## config.mk

```make
export PLATFORM = sky130hd
export DESIGN_NAME = mii_rmii_tx_bridge
export DESIGN_NICKNAME = d
export VERILOG_FILES = /design/src/rtl/mrtx_pkg.sv /design/src/rtl/mrtx_rst_sync.sv /design/src/rtl/mrtx_tick_gen.sv /design/src/rtl/mrtx_serializer.sv /design/src/rtl/mii_rmii_tx_bridge.sv
export SDC_FILE = /design/constraint.sdc
export NUM_CORES = 1
export LEC_CHECK = 0
export BUFFER_PORTS_ARGS = -buffer_cell sky130_fd_sc_hd__buf_4
export CAP_MARGIN = 20
export CELL_PAD_IN_SITES_DETAIL_PLACEMENT = 1
export CELL_PAD_IN_SITES_GLOBAL_PLACEMENT = 2
export CORE_MARGIN = 5
export CORE_UTILIZATION = 33
export DETAILED_ROUTE_END_ITERATION = 12
export PLACE_DENSITY = 0.79
export SLEW_MARGIN = 30
export SYNTH_ARGS = -nofsm -noshare
export SYNTH_HDL_FRONTEND = slang
export SYNTH_SLANG_ARGS = --single-unit
```

## constraint.sdc

```tcl
create_clock -name ref_clk -period 0.8 [get_ports ref_clk]
set_input_delay 0.12 -clock ref_clk [delete_from_list [all_inputs] [get_ports ref_clk]]
set_output_delay 0.12 -clock ref_clk [all_outputs]
set_load 0.05 [all_outputs]
```

## src/rtl/mrtx_pkg.sv

```systemverilog
package mrtx_pkg;
  localparam int DIB_W = 2;
  localparam int NIB_W = 2 * DIB_W;
  localparam logic [DIB_W-1:0] DIBIT_IDLE = 2'b00;
  localparam logic [DIB_W-1:0] DIBIT_ERR  = 2'b01;
endpackage

```

## src/rtl/mrtx_rst_sync.sv

```systemverilog
module mrtx_rst_sync (
  input  logic clk,
  input  logic arst_n,
  output logic srst_n
);
  logic s0_q, s1_q;

  always_ff @(posedge clk or negedge arst_n) begin
    if (!arst_n) begin
      s0_q <= 1'b0;
      s1_q <= 1'b0;
    end else begin
      s0_q <= 1'b1;
      s1_q <= s0_q;
    end
  end

  assign srst_n = s1_q;
endmodule

```

## src/rtl/mrtx_tick_gen.sv

```systemverilog
module mrtx_tick_gen #(
  parameter int SLOW_DIV = 10
) (
  input  logic clk,
  input  logic rst_n,
  input  logic slow,
  output logic tick,
  output logic phase
);
  localparam int CW = (SLOW_DIV > 1) ? $clog2(SLOW_DIV) : 1;
  localparam logic [CW-1:0] LAST = CW'(SLOW_DIV - 1);

  logic [CW-1:0] cnt_q, cnt_d;
  logic          phase_q, phase_d;

  always_comb begin
    tick = slow ? (cnt_q == LAST) : 1'b1;
    if (!slow || cnt_q == LAST) cnt_d = '0;
    else                        cnt_d = cnt_q + 1'b1;
    phase_d = tick ? ~phase_q : phase_q;
  end

  always_ff @(posedge clk or negedge rst_n) begin
    if (!rst_n) begin
      cnt_q   <= '0;
      phase_q <= 1'b0;
    end else begin
      cnt_q   <= cnt_d;
      phase_q <= phase_d;
    end
  end

  assign phase = phase_q;

  // fast rate gives a slot every cycle
  p_fast_every_cycle_r2: assert property (@(posedge clk) disable iff (!rst_n)
    !slow |-> tick);
  // divider never leaves its range
  p_cnt_range_r6: assert property (@(posedge clk) disable iff (!rst_n)
    cnt_q <= LAST);
  // derived clock only moves at slots
  p_phase_hold_r6: assert property (@(posedge clk) disable iff (!rst_n)
    !tick |=> $stable(phase_q));
endmodule

```

## src/rtl/mrtx_serializer.sv

```systemverilog
module mrtx_serializer
  import mrtx_pkg::*;
(
  input  logic             clk,
  input  logic             rst_n,
  input  logic             tick,
  input  logic             phase,
  input  logic             mac_en,
  input  logic             mac_er,
  input  logic [NIB_W-1:0] mac_d,
  output logic             phy_en,
  output logic [DIB_W-1:0] phy_d
);
  logic             en_q, en_d;
  logic             err_q, err_d;
  logic [DIB_W-1:0] hi_q, hi_d;
  logic [DIB_W-1:0] d_q, d_d;
  logic             sample, shift, err_now;

  always_comb begin
    sample  = tick & ~phase;
    shift   = tick & phase;
    err_now = mac_en & (mac_er | err_q);
    en_d    = en_q;
    err_d   = err_q;
    hi_d    = hi_q;
    d_d     = d_q;
    if (sample) begin
      en_d  = mac_en;
      err_d = err_now;
      hi_d  = mac_d[NIB_W-1:DIB_W];
      if (!mac_en)      d_d = DIBIT_IDLE;
      else if (err_now) d_d = DIBIT_ERR;
      else              d_d = mac_d[DIB_W-1:0];
    end else if (shift) begin
      if (!en_q)      d_d = DIBIT_IDLE;
      else if (err_q) d_d = DIBIT_ERR;
      else            d_d = hi_q;
    end
  end

  always_ff @(posedge clk or negedge rst_n) begin
    if (!rst_n) begin
      en_q  <= 1'b0;
      err_q <= 1'b0;
      hi_q  <= DIBIT_IDLE;
      d_q   <= DIBIT_IDLE;
    end else begin
      en_q  <= en_d;
      err_q <= err_d;
      hi_q  <= hi_d;
      d_q   <= d_d;
    end
  end

  assign phy_en = en_q;
  assign phy_d  = d_q;

  // latched error forces the filler dibit
  p_err_fill_r4: assert property (@(posedge clk) disable iff (!rst_n)
    (err_q && en_q) |-> (d_q == DIBIT_ERR));
  // error state never outlives the frame
  p_err_in_frame_r5: assert property (@(posedge clk) disable iff (!rst_n)
    err_q |-> en_q);
  // idle line carries 00
  p_idle_zero_r8: assert property (@(posedge clk) disable iff (!rst_n)
    !en_q |-> (d_q == DIBIT_IDLE));
  // outputs held between slots
  p_hold_between_slots_r6: assert property (@(posedge clk) disable iff (!rst_n)
    !tick |=> ($stable(d_q) && $stable(en_q)));
  // enable only moves at nibble boundaries
  p_en_nibble_aligned_r7: assert property (@(posedge clk) disable iff (!rst_n)
    (tick && phase) |=> $stable(en_q));
endmodule

```

## src/rtl/mii_rmii_tx_bridge.sv

```systemverilog
module mii_rmii_tx_bridge #(
  parameter int SLOW_DIV = 10
) (
  input  logic       ref_clk,
  input  logic       rst_n,
  input  logic       rate_10m,
  output logic       mii_tx_clk,
  input  logic       mac_tx_en,
  input  logic       mac_tx_er,
  input  logic [3:0] mac_txd,
  output logic       phy_tx_en,
  output logic [1:0] phy_txd
);
  logic srst_n;
  logic tick;
  logic phase;

  mrtx_rst_sync u_rst (
    .clk    (ref_clk),
    .arst_n (rst_n),
    .srst_n (srst_n)
  );

  mrtx_tick_gen #(.SLOW_DIV(SLOW_DIV)) u_tick (
    .clk   (ref_clk),
    .rst_n (srst_n),
    .slow  (rate_10m),
    .tick  (tick),
    .phase (phase)
  );

  mrtx_serializer u_ser (
    .clk    (ref_clk),
    .rst_n  (srst_n),
    .tick   (tick),
    .phase  (phase),
    .mac_en (mac_tx_en),
    .mac_er (mac_tx_er),
    .mac_d  (mac_txd),
    .phy_en (phy_tx_en),
    .phy_d  (phy_txd)
  );

  assign mii_tx_clk = phase;

  // quiet outputs while in reset
  p_reset_quiet_r1: assert property (@(posedge ref_clk)
    !srst_n |-> (!phy_tx_en && phy_txd == 2'b00 && !mii_tx_clk));
endmodule

```

==> tab_implementation.tex <==
\begin{tabular}{lr}
\hline
Metric & Value \\
\hline
\multicolumn{2}{l}{\textbf{Min path}} \\
Hold Crit Class & input port to flop \\
Start point of the worst hold path & mac\_txd[3] \\
\multicolumn{2}{l}{\textbf{Global route}} \\
First-pass GRT wire length & 2.42 mm \\
Number of antenna violations at the first check in global routing & 0 \\
Number of global-route vias before repair & 533 \\
Total Routing Usage GR & 0.129 \\
Maximum number of pins on one net before global-route repair & 12 \\
Remaining Overflow, GRT & 0 \\
\multicolumn{2}{l}{\textbf{Timing}} \\
Final number of setup-violating endpoints & 15 \\
Setup repair after global routing missed its margin & true \\
Worst hold slack across all endpoints & 72.9 ps \\
Achievable Freq & 0.725 GHz \\
Period Utilization, post-route & 1.72 \\
Count of endpoints failing hold in the final timing report & 0 \\
Final setup slack of the worst path & -579 ps \\
Final period demand of the worst path & 1380 ps \\
Post-Route Setup TNS & -6290 ps \\
Clock skew after layout & 0.951 ps \\
Final max-slew violation count & 0 \\
\multicolumn{2}{l}{\textbf{Status}} \\
Outcome & complete, but fails checks \\
Failing checks & negative setup slack \\
\multicolumn{2}{l}{\textbf{Clock tree}} \\
Clock sinks & 13 \\
Total clock buffers created by CTS & 3 \\
Number of levels in the clock H-tree & 1 \\
Deepest clock path buffer count & 2 \\
Clock network latency to the later pin of the worst-skew pair & 270 ps \\
Clock tree from TritonCTS & done \\
Clock Root Buffer & clkbuf\_4 \\
Register clock-pin slew on the reported worst setup and hold paths & 80 ps \\
\multicolumn{2}{l}{\textbf{Power and ir drop}} \\
Cell internal pwr & 1.82 mW \\
Maximum resistive drop on vdd & 1.54 mV \\
Fraction of power consumed by the clock network & 0.142 \\
Leak pwr & 0.462 nW \\
Switching part of the total power & 0.370 \\
Logic gate share of total power & 0.488 \\
Switching power total & 1.07 mW \\
Pwr dens & 3140 nW/um\^{}2 \\
Flop pwr share & 0.370 \\
\multicolumn{2}{l}{\textbf{Placed design}} \\
Total instance count after detailed placement & 90 \\
Detailed-placement wirelength estimate & 1.03 mm \\
Final Wtd Congestion & 0.701 \\
Placed instance area & 779 sq um \\
Count of port buffers added during placement & 12 \\
\multicolumn{2}{l}{\textbf{Critical path}} \\
Worst EP required & 960 ps \\
Max FO, Critical Path & 4 \\
Largest stage delay, worst path & 410 ps \\
Length in cells of the worst reg-to-reg path & 5 \\
Endpoint of the worst register-to-register path & u\_ser.phy\_en \\
Critical register-to-register path startpoint & u\_tick.cnt\_q[1] \\
Crit path launch type & flop \\
Crit path cell chain & inv\_2 > ha\_4 > nand3b\_4 > a21oi\_4 > mux2\_4 \\
Reg-to-reg slack, setup & -580 ps \\
Endpoint of the most critical setup path & u\_ser.phy\_en \\
Endpoint arrival time on the critical path & 1540 ps \\
Critical path capture point type & flop \\
Critical-path cell with the highest stage delay & dfrtp\_1 \\
Critical setup path kind & flop to flop \\
Critical path origin & u\_tick.cnt\_q[1] \\
\multicolumn{2}{l}{\textbf{Yosys}} \\
Proportion of synthesized chip area in sequential cells & 0.554 \\
Syn Nets & 55 \\
Count of unique library cells instantiated by Yosys & 20 \\
Register bit total from synthesis & 13 \\
Synth warn & 0 \\
Mean instance size in the synthesized netlist & 13.3 sq um \\
Syn Std Cell Area & 587 sq um \\
Synthesized instance count & 44 \\
\multicolumn{2}{l}{\textbf{Layout}} \\
Area added between synthesis and finish & 56.7\% \\
Share of layout cells above drive strength 1 & 0.553 \\
Final layout net count & 88 \\
Cell Count, Final, Fillers Out & 101 \\
Final design instance area without fill & 920 sq um \\
Final Util & 0.538 \\
Antenna cells & 0 \\
\multicolumn{2}{l}{\textbf{Flow run}} \\
Number of maximum-capacitance constraint violations & 0 \\
\multicolumn{2}{l}{\textbf{Floorplanning}} \\
DIE HEIGHT & 52.2 um \\
Initial standard-cell utilization of the core & 0.344 \\
CORE AREA & 1710 sq um \\
Die outline area & 2720 sq um \\
Num rows & 15 \\
Number of top-level design ports & 13 \\
Die Span X & 52.2 um \\
\multicolumn{2}{l}{\textbf{Routing}} \\
Residual DRC count & 0 \\
Total via count in the routed design & 444 \\
Number of routed nets with antenna violations & 0 \\
Drt wl/cell & 14.7 um \\
DR iter-0 viols & 2 \\
Vias per Instance & 4.40 \\
Post-detailed-routing wire length & 1.48 mm \\
Number of optimization iterations in the first detailed-route pass & 4 \\
\hline
\end{tabular}
power groups by stage:
stage,Combinational [mW],Sequential [mW],Clock (mW)
6_report,1.41,1.07,0.410
2_1_floorplan,0.381,1.35,0
3_3_place_gp,1.07,1.05,0
3_5_place_dp,1.09,1.07,0
4_1_cts,1.33,1.07,0.421
5_1_grt,1.49,1.10,0.468
stage by stage:
| stage | power, mW | worst slack, ps |
|---|---|---|
| after global placement | 2.12 | -537 |
| final | 2.89 | -579 |
| after detailed placement | 2.16 | -596 |
| after CTS | 2.82 | -594 |
| after global routing | 3.06 | -601 |
| after floorplan | 1.73 | -523 |
cells by family (layout without fill, tap and decap cells):
family | count (synthesis) | in the layout | share of synthesized area
and+or+nand+nor | 11 | 11 | 0.126
muxes | 5 | 5 | 0.119
DFF | 13 | 13 | 0.554
buffers and inverters | 3 | 35 | 0.0192
xor gates and xnor gates | 3 | 3 | 0.0448
adders and majority gates | 2 | 2 | 0.0426
AOI/OAI and AO/OA | 6 | 6 | 0.0874
other | 1 | 1 | 0.00639
worst min-delay path by stage:
stage	slack, ps	endpoint	depth (start not counted)
global route	50	u_ser.hi_q[1]	2
global placement	-100	u_rst.srst_n	1
detailed placement	-100	u_rst.srst_n	1
finish	70	u_ser.hi_q[1]	2
floorplan	-180	u_rst.s0_q	0
CTS	70	u_ser.hi_q[1]	2
final cells by class:
type / count / area [sq um]
timing repair buffer: 28 / 246
sequential: 13 / 327
clock buffer: 4 / 26.3
multi-input combinational: 28 / 278
tap: 25 / 31.3
inverter: 3 / 11.3
fill: 186 / 788
placed cells by master, fill, tap and decap left out, drive strengths merged:
cell type and count:
buf 27, dfrtp 13, nor2 4, mux2 4
clkbuf 4, inv 3, a21oi 3, nand3 2
xor2 2, ha 2, nand3b 1, nand2 1
xnor2 1, nand4bb 1, nand2b 1, a2bb2oi 1
nor3 1, o211ai 1, o31a 1, mux2i 1
dlygate4sd3 1, conb 1
Yosys cell counts:
master      n  area, sq um
a21oi_1     2         10.0
a21oi_4     1         16.3
a2bb2oi_1   1         8.76
conb_1      1         3.75
dfrtp_1    13          325
ha_1        2         25.0
inv_1       3         11.3
mux2_4      4         60.1
mux2i_1     1         10.0
nand2_2     1         6.26
nand2b_1    1         6.26
nand3_1     2         10.0
nand3b_4    1         20.0
nand4bb_1   1         11.3
nor2_1      4         15.0
nor3_1      1         5.00
o211ai_1    1         7.51
o31a_1      1         8.76
xnor2_1     1         8.76
xor2_1      2         17.5
critical path, delay by kind of cell, from the launching register on:
family | cells | cell delay [ps]
buf+inv | 1 | 90
compound gates | 1 | 230
fa+ha+maj | 1 | 130
simple gates | 1 | 90
mux | 1 | 320
flops | 1 | 410
metal layers:
metal	wire length, um	vias up	GRT usage
li1	-	213	-
met1	637	213	0.150
met2	728	11	0.218
met3	46	7	0.0342
met4	68	0	0.0638
met5	0	-	0
sequential cells by signal (all words and copies together), names as in the netlist:
signal,cells
u_ser.hi_q,2
u_ser.err_q,1
u_tick.cnt_q,4
u_ser.phy_d,2
u_ser.phy_en,1
u_tick.phase,1
u_rst.s0_q,1
u_rst.srst_n,1
repair_timing:
item	in CTS	in global routing
hold endpoints to repair	2	0
pin swaps	1	1
gates resized for setup	10	4
hold buffers	1	0
endpoints found under the setup margin	15	15
buffers inserted	4	2
No activity file was read; power rests on OpenSTA's default activity.
